File: src/rtl/phase_timing_pkg.sv
package phase_timing_pkg;

   localparam int WORD_W     = 32;
   localparam int FLD_W      = 5;
   localparam int ADR_W      = 2;

   localparam logic [ADR_W-1:0] ADR_CLKCTL = 2'd0;
   localparam logic [ADR_W-1:0] ADR_EXT    = 2'd1;
   localparam logic [ADR_W-1:0] ADR_SHIFT  = 2'd2;

   localparam int MODE_SDR50  = 5;
   localparam int MODE_SDR104 = 6;

   localparam int SHIFT_LO = 4;
   localparam int SHIFT_HI = 12;
   localparam int DLY_LO   = 11;
   localparam int DLY_HI   = 14;

   localparam logic [3:0] CLK_DIV_VAL = 4'd7;
   localparam int POS_DIV    = 8;
   localparam int POS_USEDLY = 13;
   localparam int POS_CLKEN  = 16;
   localparam int POS_PHASE  = 16;
   localparam int POS_DRV    = 21;
   localparam int POS_DLY    = 26;

   typedef struct packed {
      logic             valid;
      logic [FLD_W-1:0] drv;
      logic [FLD_W-1:0] dly;
      logic [FLD_W-1:0] pmax;
      logic [FLD_W-1:0] pmin;
   } tim_ent_t;

   typedef enum logic [3:0] {
      ST_IDLE, ST_WR_OFF, ST_GAP, ST_WR_EXT, ST_WR_SHIFT,
      ST_WR_ON, ST_SETTLE, ST_DONE, ST_ERR
   } seq_st_t;

   function automatic tim_ent_t mk(input int d, input int s, input int hi, input int lo);
      tim_ent_t e;
      e.valid = 1'b1;
      e.drv   = FLD_W'(d);
      e.dly   = FLD_W'(s);
      e.pmax  = FLD_W'(hi);
      e.pmin  = FLD_W'(lo);
      return e;
   endfunction

   function automatic tim_ent_t lookup(input int ctrl, input int mode);
      tim_ent_t e;
      e = '0;
      if (ctrl == 1) begin
         case (mode)
            0: e = mk(7, 0, 15, 15);
            1: e = mk(6, 0, 4, 4);
            2: e = mk(6, 0, 3, 3);
            3: e = mk(6, 0, 15, 15);
            4: e = mk(6, 0, 2, 2);
            5: e = mk(4, 0, 11, 0);
            6: e = mk(6, 4, 15, 0);
            default: e = '0;
         endcase
      end else if (ctrl == 2) begin
         case (mode)
            0: e = mk(7, 0, 15, 15);
            2: e = mk(6, 0, 15, 15);
            3: e = mk(6, 0, 15, 15);
            4: e = mk(6, 0, 0, 0);
            5: e = mk(4, 0, 12, 0);
            6: e = mk(5, 4, 15, 0);
            default: e = '0;
         endcase
      end
      return e;
   endfunction

endpackage

File: src/rtl/phase_timing_table.sv
module phase_timing_table
   import phase_timing_pkg::*;
#(
   parameter int CTRL_W = 2,
   parameter int MODE_W = 4
) (
   input  logic [CTRL_W-1:0] ctrl,
   input  logic [MODE_W-1:0] mode,
   output tim_ent_t          ent
);
   always_comb ent = lookup(int'(ctrl), int'(mode));
endmodule

File: src/rtl/phase_timing_words.sv
module phase_timing_words
   import phase_timing_pkg::*;
#(
   parameter int MODE_W = 4
) (
   input  tim_ent_t          ent,
   input  logic [MODE_W-1:0] mode,
   input  logic              ovr_en,
   input  logic [FLD_W-1:0]  ovr_phase,
   output logic [WORD_W-1:0] ext_word,
   output logic [WORD_W-1:0] shift_word,
   output logic [WORD_W-1:0] clkon_word
);
   logic [FLD_W:0]   win_sum;
   logic [FLD_W-1:0] phase;
   logic             is_fast, is_top, en_shift, use_dly;

   always_comb begin
      win_sum  = {1'b0, ent.pmax} + {1'b0, ent.pmin};
      phase    = ovr_en ? ovr_phase : win_sum[FLD_W:1];
      is_top   = (int'(mode) == MODE_SDR104);
      is_fast  = is_top || (int'(mode) == MODE_SDR50);
      en_shift = is_fast && (int'(phase) >= SHIFT_LO) && (int'(phase) <= SHIFT_HI);
      use_dly  = is_top && (int'(phase) >= DLY_LO) && (int'(phase) <= DLY_HI);

      ext_word = '0;
      ext_word[POS_PHASE +: FLD_W] = phase;
      ext_word[POS_DRV   +: FLD_W] = ent.drv;
      ext_word[POS_DLY   +: FLD_W] = ent.dly;

      shift_word    = '0;
      shift_word[0] = en_shift;

      clkon_word = '0;
      clkon_word[POS_DIV +: 4]  = CLK_DIV_VAL;
      clkon_word[POS_USEDLY]    = use_dly;
      clkon_word[POS_CLKEN]     = 1'b1;
   end
endmodule

File: src/rtl/phase_timing_seq.sv
module phase_timing_seq
   import phase_timing_pkg::*;
#(
   parameter int SHORT_WAIT  = 8,
   parameter int SETTLE_WAIT = 100000
) (
   input  logic              clk,
   input  logic              rst_n,
   input  logic              req_valid,
   input  logic              req_ok,
   input  logic [WORD_W-1:0] ext_word,
   input  logic [WORD_W-1:0] shift_word,
   input  logic [WORD_W-1:0] clkon_word,
   output logic              busy,
   output logic              done,
   output logic              err,
   output logic              wr_en,
   output logic [ADR_W-1:0]  wr_addr,
   output logic [WORD_W-1:0] wr_data
);
   localparam int MAX_WAIT = (SHORT_WAIT > SETTLE_WAIT) ? SHORT_WAIT : SETTLE_WAIT;
   localparam int CNT_W    = $clog2(MAX_WAIT + 1);

   seq_st_t           st_q;
   logic [CNT_W-1:0]  cnt_q;
   logic [WORD_W-1:0] ext_q, shift_q, clkon_q;

   always_ff @(posedge clk) begin
      if (!rst_n) begin
         st_q    <= ST_IDLE;
         cnt_q   <= '0;
         ext_q   <= '0;
         shift_q <= '0;
         clkon_q <= '0;
      end else begin
         case (st_q)
            ST_IDLE: if (req_valid) begin
               if (req_ok) begin
                  st_q    <= ST_WR_OFF;
                  ext_q   <= ext_word;
                  shift_q <= shift_word;
                  clkon_q <= clkon_word;
               end else begin
                  st_q <= ST_ERR;
               end
            end
            ST_WR_OFF: begin
               st_q  <= ST_GAP;
               cnt_q <= CNT_W'(SHORT_WAIT - 1);
            end
            ST_GAP: begin
               if (cnt_q == '0) st_q <= ST_WR_EXT;
               else             cnt_q <= cnt_q - 1'b1;
            end
            ST_WR_EXT:   st_q <= ST_WR_SHIFT;
            ST_WR_SHIFT: st_q <= ST_WR_ON;
            ST_WR_ON: begin
               st_q  <= ST_SETTLE;
               cnt_q <= CNT_W'(SETTLE_WAIT - 1);
            end
            ST_SETTLE: begin
               if (cnt_q == '0) st_q <= ST_DONE;
               else             cnt_q <= cnt_q - 1'b1;
            end
            default: st_q <= ST_IDLE;
         endcase
      end
   end

   always_comb begin
      busy    = (st_q != ST_IDLE);
      done    = (st_q == ST_DONE);
      err     = (st_q == ST_ERR);
      wr_en   = 1'b0;
      wr_addr = ADR_CLKCTL;
      wr_data = '0;
      case (st_q)
         ST_WR_OFF:   begin wr_en = 1'b1; end
         ST_WR_EXT:   begin wr_en = 1'b1; wr_addr = ADR_EXT;   wr_data = ext_q;   end
         ST_WR_SHIFT: begin wr_en = 1'b1; wr_addr = ADR_SHIFT; wr_data = shift_q; end
         ST_WR_ON:    begin wr_en = 1'b1; wr_data = clkon_q; end
         default: ;
      endcase
   end
endmodule

File: src/rtl/phase_timing_prog.sv
module phase_timing_prog
   import phase_timing_pkg::*;
#(
   parameter int CTRL_W      = 2,
   parameter int MODE_W      = 4,
   parameter int SHORT_WAIT  = 8,
   parameter int SETTLE_WAIT = 100000
) (
   input  logic              clk,
   input  logic              rst_n,
   input  logic              req_valid,
   input  logic [CTRL_W-1:0] req_ctrl,
   input  logic [MODE_W-1:0] req_mode,
   input  logic              req_ovr_en,
   input  logic [4:0]        req_ovr_phase,
   output logic              busy,
   output logic              done,
   output logic              err,
   output logic              wr_en,
   output logic [1:0]        wr_addr,
   output logic [31:0]       wr_data
);
   if (SHORT_WAIT < 1) begin : g_bad_short
      $error("SHORT_WAIT must be at least 1");
   end
   if (SETTLE_WAIT < 1) begin : g_bad_settle
      $error("SETTLE_WAIT must be at least 1");
   end
   if (CTRL_W < 2 || MODE_W < 3 || CTRL_W > 16 || MODE_W > 16) begin : g_bad_width
      $error("CTRL_W must be 2..16 and MODE_W 3..16");
   end

   tim_ent_t          ent;
   logic [WORD_W-1:0] ext_word, shift_word, clkon_word;

   phase_timing_table #(.CTRL_W(CTRL_W), .MODE_W(MODE_W)) i_table (
      .ctrl (req_ctrl),
      .mode (req_mode),
      .ent  (ent)
   );

   phase_timing_words #(.MODE_W(MODE_W)) i_words (
      .ent        (ent),
      .mode       (req_mode),
      .ovr_en     (req_ovr_en),
      .ovr_phase  (req_ovr_phase),
      .ext_word   (ext_word),
      .shift_word (shift_word),
      .clkon_word (clkon_word)
   );

   phase_timing_seq #(.SHORT_WAIT(SHORT_WAIT), .SETTLE_WAIT(SETTLE_WAIT)) i_seq (
      .clk        (clk),
      .rst_n      (rst_n),
      .req_valid  (req_valid),
      .req_ok     (ent.valid),
      .ext_word   (ext_word),
      .shift_word (shift_word),
      .clkon_word (clkon_word),
      .busy       (busy),
      .done       (done),
      .err        (err),
      .wr_en      (wr_en),
      .wr_addr    (wr_addr),
      .wr_data    (wr_data)
   );
endmodule

File: config.mk
export PLATFORM = sky130hd
export DESIGN_NAME = phase_timing_prog
export DESIGN_NICKNAME = d
export VERILOG_FILES = /design/src/rtl/phase_timing_pkg.sv /design/src/rtl/phase_timing_table.sv /design/src/rtl/phase_timing_words.sv /design/src/rtl/phase_timing_seq.sv /design/src/rtl/phase_timing_prog.sv
export SDC_FILE = /design/constraint.sdc
export NUM_CORES = 1
export LEC_CHECK = 0
export ABC_AREA = 1
export BUFFER_PORTS_ARGS = -buffer_cell sky130_fd_sc_hd__buf_2
export CORE_ASPECT_RATIO = 0.5
export CORE_UTILIZATION = 35
export DETAILED_ROUTE_END_ITERATION = 7
export GPL_TIMING_DRIVEN = 0
export PLACE_DENSITY = 0.6
export SYNTH_ARGS = -nofsm -noshare
export SYNTH_HDL_FRONTEND = slang
export SYNTH_SLANG_ARGS = --single-unit
export TNS_END_PERCENT = 30
File: constraint.sdc
create_clock -name clk -period 2.55 [get_ports clk]
set_input_delay 0.6375 -clock clk [delete_from_list [all_inputs] [get_ports clk]]
set_output_delay 0.6375 -clock clk [all_outputs]
set_load 0.02 [all_outputs]
Yosys cells after proc, flatten, opt, wreduce, memory -nomap -nowiden
Index checks and enable logic that the tools add are counted.
- reductions and logical operators: 16
- eq/ne operators: 22
- mux-type cells: 15
- $lt $le $gt $ge: 4
- add/subtract/negate cells: 2
- operators by type and width (kind ; number):
    $pmux 21 s7 ; 1
    $pmux 21 s5 ; 1
    $pmux 31 s3 ; 1
    $pmux 17 s3 ; 1
    $mux 21 ; 2
    $eq 4x3->1 const B ; 7
    $pmux 4 s7 ; 1
    $logic_not 17->1 ; 1
    $mux 17 ; 1
    $sub 17x1->17 const B ; 1
    $eq 4x2->1 const B ; 4
    $mux 4 ; 4
    $eq 4x4->1 const B ; 3
    $le 5x4->1 const B ; 2
    $eq 4x1->1 const B ; 2
    $logic_not 4->1 ; 2
    $add 5x5->6 ; 1
    $reduce_and 3->1 ; 2
    $ge 5x3->1 const B ; 1
    $ge 5x4->1 const B ; 1
    $mux 5 ; 1
    $eq 2x2->1 const B ; 2
    $logic_and 1x1->1 ; 4
    $ne 2x1->1 const B ; 2
    other kinds (9) ; 11
- logic and storage cells: 64
- input port bits: 15
- register bits after elaboration: 42
- output and inout port bits: 38

Logic depth before layout (Yosys ltp)
- depth after elaboration: 10
- depth in mapped cells: 18
- gate-level depth less buffers: 18

Hierarchy
A second synthesis with hierarchy kept.
- cells, all modules: 955
- area, all modules: 6711.4 um^2
- modules (own cells, without submodules) (module ; area an instance (um^2) ; cells each ; seq. area each (um^2) ; instances):
    phase_timing_seq ; 5251.3 ; 710 ; 2342.2 ; 1
    phase_timing_words ; 1114.8 ; 176 ; 0.0 ; 1
    phase_timing_table ; 345.3 ; 69 ; 0.0 ; 1

Least setup slack after synthesis
Ideal clock, no wire load.
- path kind: in2reg
- from: in req_mode[2]
- to: reg i_seq.clkon_q[13]
- path slack: 0.011 ns
- arrival: 2.406 ns
- stages: 12
- path through: nor2_4 nand2_1 o21ai_0 inv_1 a32oi_1 fa_1 mux2i_1 nor2_1 nor2_1 nand3_1 nand3_1 a21oi_1
- cells in the longest elaborated chain, start to end: 10
- ends and longest elaborated chain (item ; line ; text):
    from (decl) ; phase_timing_prog.sv:13 ; input logic [MODE_W-1:0] req_mode,
    $eq 4x2->1 ; phase_timing_pkg.sv:54, phase_timing_pkg.sv:65 ;
    $reduce_or 2->1 (no line) ; n/a ;
    $pmux 21 s5 ; phase_timing_pkg.sv:65 ; case (mode)
    $mux 21 ; phase_timing_pkg.sv:64 ; end else if (ctrl == 2) begin
    $mux 21 ; phase_timing_pkg.sv:53 ; if (ctrl == 1) begin
    $add 5x5->6 ; phase_timing_words.sv:19 ; win_sum = {1'b0, ent.pmax} + {1'b0, ent.pmin};
    $mux 5 ; phase_timing_words.sv:20 ; phase = ovr_en ? ovr_phase : win_sum[FLD_W:1];
    $ge 5x4->1 ; phase_timing_words.sv:24 ; use_dly = is_top && (int'(phase) >= DLY_LO) && (int'(phase) <= DLY_HI);
    $logic_and 1x1->1 (2 in a row) ; phase_timing_words.sv:24 ;
    to (signal assigned) ; phase_timing_seq.sv:42 ; clkon_q <= clkon_word;
    to (decl) ; phase_timing_seq.sv:26 ; logic [WORD_W-1:0] ext_q, shift_q, clkon_q;
Several ways; a longest one is shown, not always the timed one.
A chain may end at the register's enable or synchronous reset.

Worst setup path in the final report
- from: in req_mode[3]
- to: reg i_seq.clkon_q[13]
Same word-level chain as after synthesis.

==> impl_metrics.ini <==
[placement]
io_buffers = 34
gp_congestion = 0.8191
dpl_cell_area_mm2 = 0.002673
dp_hpwl_um = 3920

[critical_path]
rrSetupSlack_ns = 0.75
crit_path_start_kind = primary input
reg2reg_from = i_seq.cnt_q[0]
cp.required_ns = 2.69
critPathArrivalTime_ns = 2.54
worstSetupPathType = in2reg
cp-end-kind = register
ff2ff_path_depth = 8
crit_fanout = 4
r2r_end = i_seq.st_q[0]

[timing]
slew_headroom_pct = 50.71
grt_setup_unrepaired = yes
hold_viol_final = 0
fin_skew_ns = 0.004089
max_freq_mhz = 417.1
finalSetupViolCount = 0
tightest_slew_ns = 0.7316
min_period_ns = 2.398
tns_ns = 0
fin_crit_sh_pct = 94.02
drv_slew = 0

[routing]
drtAntennaViolNets = 0
routed_wl_um = 5157
drc = 0
vias = 2228
wl_per_cell_um = 10.27
firstDrtPassIters = 4
viasPerCell = 4.438
drtIter0Drc = 57

[finish]
final_cell_mix = nand2_1 (56), nor2_1 (49), inv_1 (47)
n_antenna_cell = 0
fin_nets = 433
stdcell_area_mm2 = 0.002950
area_growth_pct = 26.71
fillers = 629
layout_commonest_cell = nand2_1
drive_gt1_share_pct = 30.19

[clocking]
clock-sinks = 33
cts-hold-fix-buffers = 0
cts_tree = yes
root_buffer = clkbuf_16
clockBufferDepth = 2
numCtsBuffers = 5
h-tree-depth = 2
clk_latency_ns = 0.28
clk_pin_slew_ns = 0.06

[pwr]
powerDensity_mw_per_mm2 = 657.3
ir_drop_uv = 291.5
p_leak_nw = 1.453

[min_path]
hold_path.startpoint = i_seq.ext_q[20]
holdPathEnd = i_seq.ext_q[20]
holdPathStages = 2
min_path_type = reg2reg

[floorplanning]
die_w_um = 117.4
coreArea_mm2 = 0.006231
row_count = 20
start_util_pct = 37.37
io_pins = 53
design.die.area_mm2 = 0.007003
chipHeight_um = 59.68

[synth]
synth_cells = 350
ys.flop_type = dfxtp_1
yosysWarnings = 0
syn_area_per_cell_um2 = 6.653
ys_ff_latch = 33
syn-cell-area_mm2 = 0.002328
synth_edf_count = 0
synthArstFlopShare_pct = 0
synth_cell_types = 43
yosysSeqAreaShare_pct = 28.37

[global_routing]
grt_pass1_wl_um = 8521
grt_antenna_before_repair = 0
grtUsageTotal_pct = 15.24
grt-ovfl-total = 0
grt_pass1_vias = 1860
grt_max_degree = 13

[outcome]
status = finished clean

[flow_run]
maxCapViolations = 0
-- report_power, final --
part           switching (W)  internal (W)  leakage, nW
clock               0.000227      0.000462       0.0800
combinational       0.000415      0.000230         1.11
sequential         0.0000428      0.000563        0.268
total               0.000684       0.00125         1.45
-- how the worst max path moves through the flow --
| stage | end | startpoint | slack [ns] |
|---|---|---|---|
| floorplan | i_seq.clkon_q[13] | req_mode[2] | 0.01 |
| detailed placement | i_seq.clkon_q[13] | req_mode[2] | -0.43 |
| global placement | i_seq.clkon_q[13] | req_mode[2] | -0.45 |
| global route | i_seq.clkon_q[13] | req_mode[1] | -0.03 |
| finish | i_seq.clkon_q[13] | req_mode[3] | 0.15 |
| CTS | i_seq.clkon_q[13] | req_mode[2] | 0.009 |
-- per-stage QoR --
stage / setup slack (ns) / hold slack [ns] / util [%] / cells / power [W]
after detailed placement: -0.4268 / 0.4499 / 42.89 / 489 / 0.001233
after global routing: -0.03453 / 0.4717 / 47.35 / 502 / 0.002061
after floorplan: 0.01065 / 0.4268 / - / 367 / 0.001116
final: 0.1525 / 0.4555 / 47.35 / 502 / 0.001939
after CTS: 0.008834 / 0.4590 / 45.86 / 497 / 0.001930
after global placement: -0.4463 / 0.4471 / 42.89 / 489 / 0.001228
-- registers in the layout, indices dropped and copies added, names as in the netlist --
| signal | cells |
|---|---|
| i_seq.cnt_q | 17 |
| i_seq.ext_q | 9 |
| i_seq.st_q | 4 |
| i_seq.clkon_q | 2 |
| i_seq.shift_q | 1 |
-- layer usage --
metal / up-vias / wire (um) / part of all wire, % / track usage, %
met1: 972 / 2514 / 49 / 19.52
met5: - / 0 / 0 / 0
met3: 7 / 178 / 3.5 / 2.767
met2: 38 / 2405 / 47 / 26.29
met4: 0 / 59 / 1.1 / 5.566
li1: 1211 / - / - / -
-- repair_timing --
action,in CTS,in global routing
setup endpoints to repair,2,6
pin swaps,0,6
resized for setup,4,18
setup buffers,0,5
-- cell type report --
type	instances	area [um2]	area share [%]
multi-input combinational	251	1400	47.46
sequential	33	660.6	22.39
clock inverter	3	46.29	1.569
buffer	23	170.2	5.768
timing repair buffer	39	207.7	7.040
inverter	60	230.2	7.803
tap	88	110.1	3.732
clock buffer	5	125.1	4.241
-- critical path: stages --
cell     delay (ns)
buf_2          0.12
nor2_4         0.16
buf_4          0.14
inv_2          0.03
o21ai_1        0.18
nor2_1         0.07
nor2_2         0.17
fa_1           0.43
mux2i_2        0.21
nor2_1         0.09
nor2_1         0.09
nand3_1        0.08
nand3_1        0.09
a21oi_1        0.06
-- synth_stat cells, types with 2 or more instances --
cell type | instances | share of area, %
nor4_1 | 3 | 0.81
ha_1 | 4 | 2.1
xor2_1 | 3 | 1.1
o21ai_0 | 19 | 4.1
dfxtp_1 | 33 | 28
a21oi_2 | 2 | 0.75
a221oi_1 | 2 | 0.75
nor2_2 | 9 | 2.4
inv_1 | 48 | 7.7
a211oi_2 | 2 | 1.1
inv_2 | 10 | 1.6
a21oi_1 | 23 | 4.9
nor2_1 | 52 | 8.4
buf_4 | 20 | 6.4
nand4_1 | 4 | 1.1
nor2_4 | 4 | 1.9
a31oi_1 | 4 | 1.1
o21ai_1 | 4 | 0.86
o22ai_1 | 2 | 0.54
nand2_1 | 58 | 9.3
nand3_1 | 14 | 3.0
nand2_2 | 5 | 1.3
nand3_2 | 5 | 2.1
-- kinds of logic after synthesis --
| logic type | share of synthesized area, % |
|---|---|
| other | 0.1610 |
| AOI/OAI and AO/OA | 15.74 |
| adders and majority gates | 3.009 |
| and+or+nand+nor | 33.96 |
| muxes | 0.4299 |
| DFF | 28.37 |
| xor gates and xnor gates | 1.129 |
| buffers and inverters | 17.19 |
(Power assumes the default switching activity.)
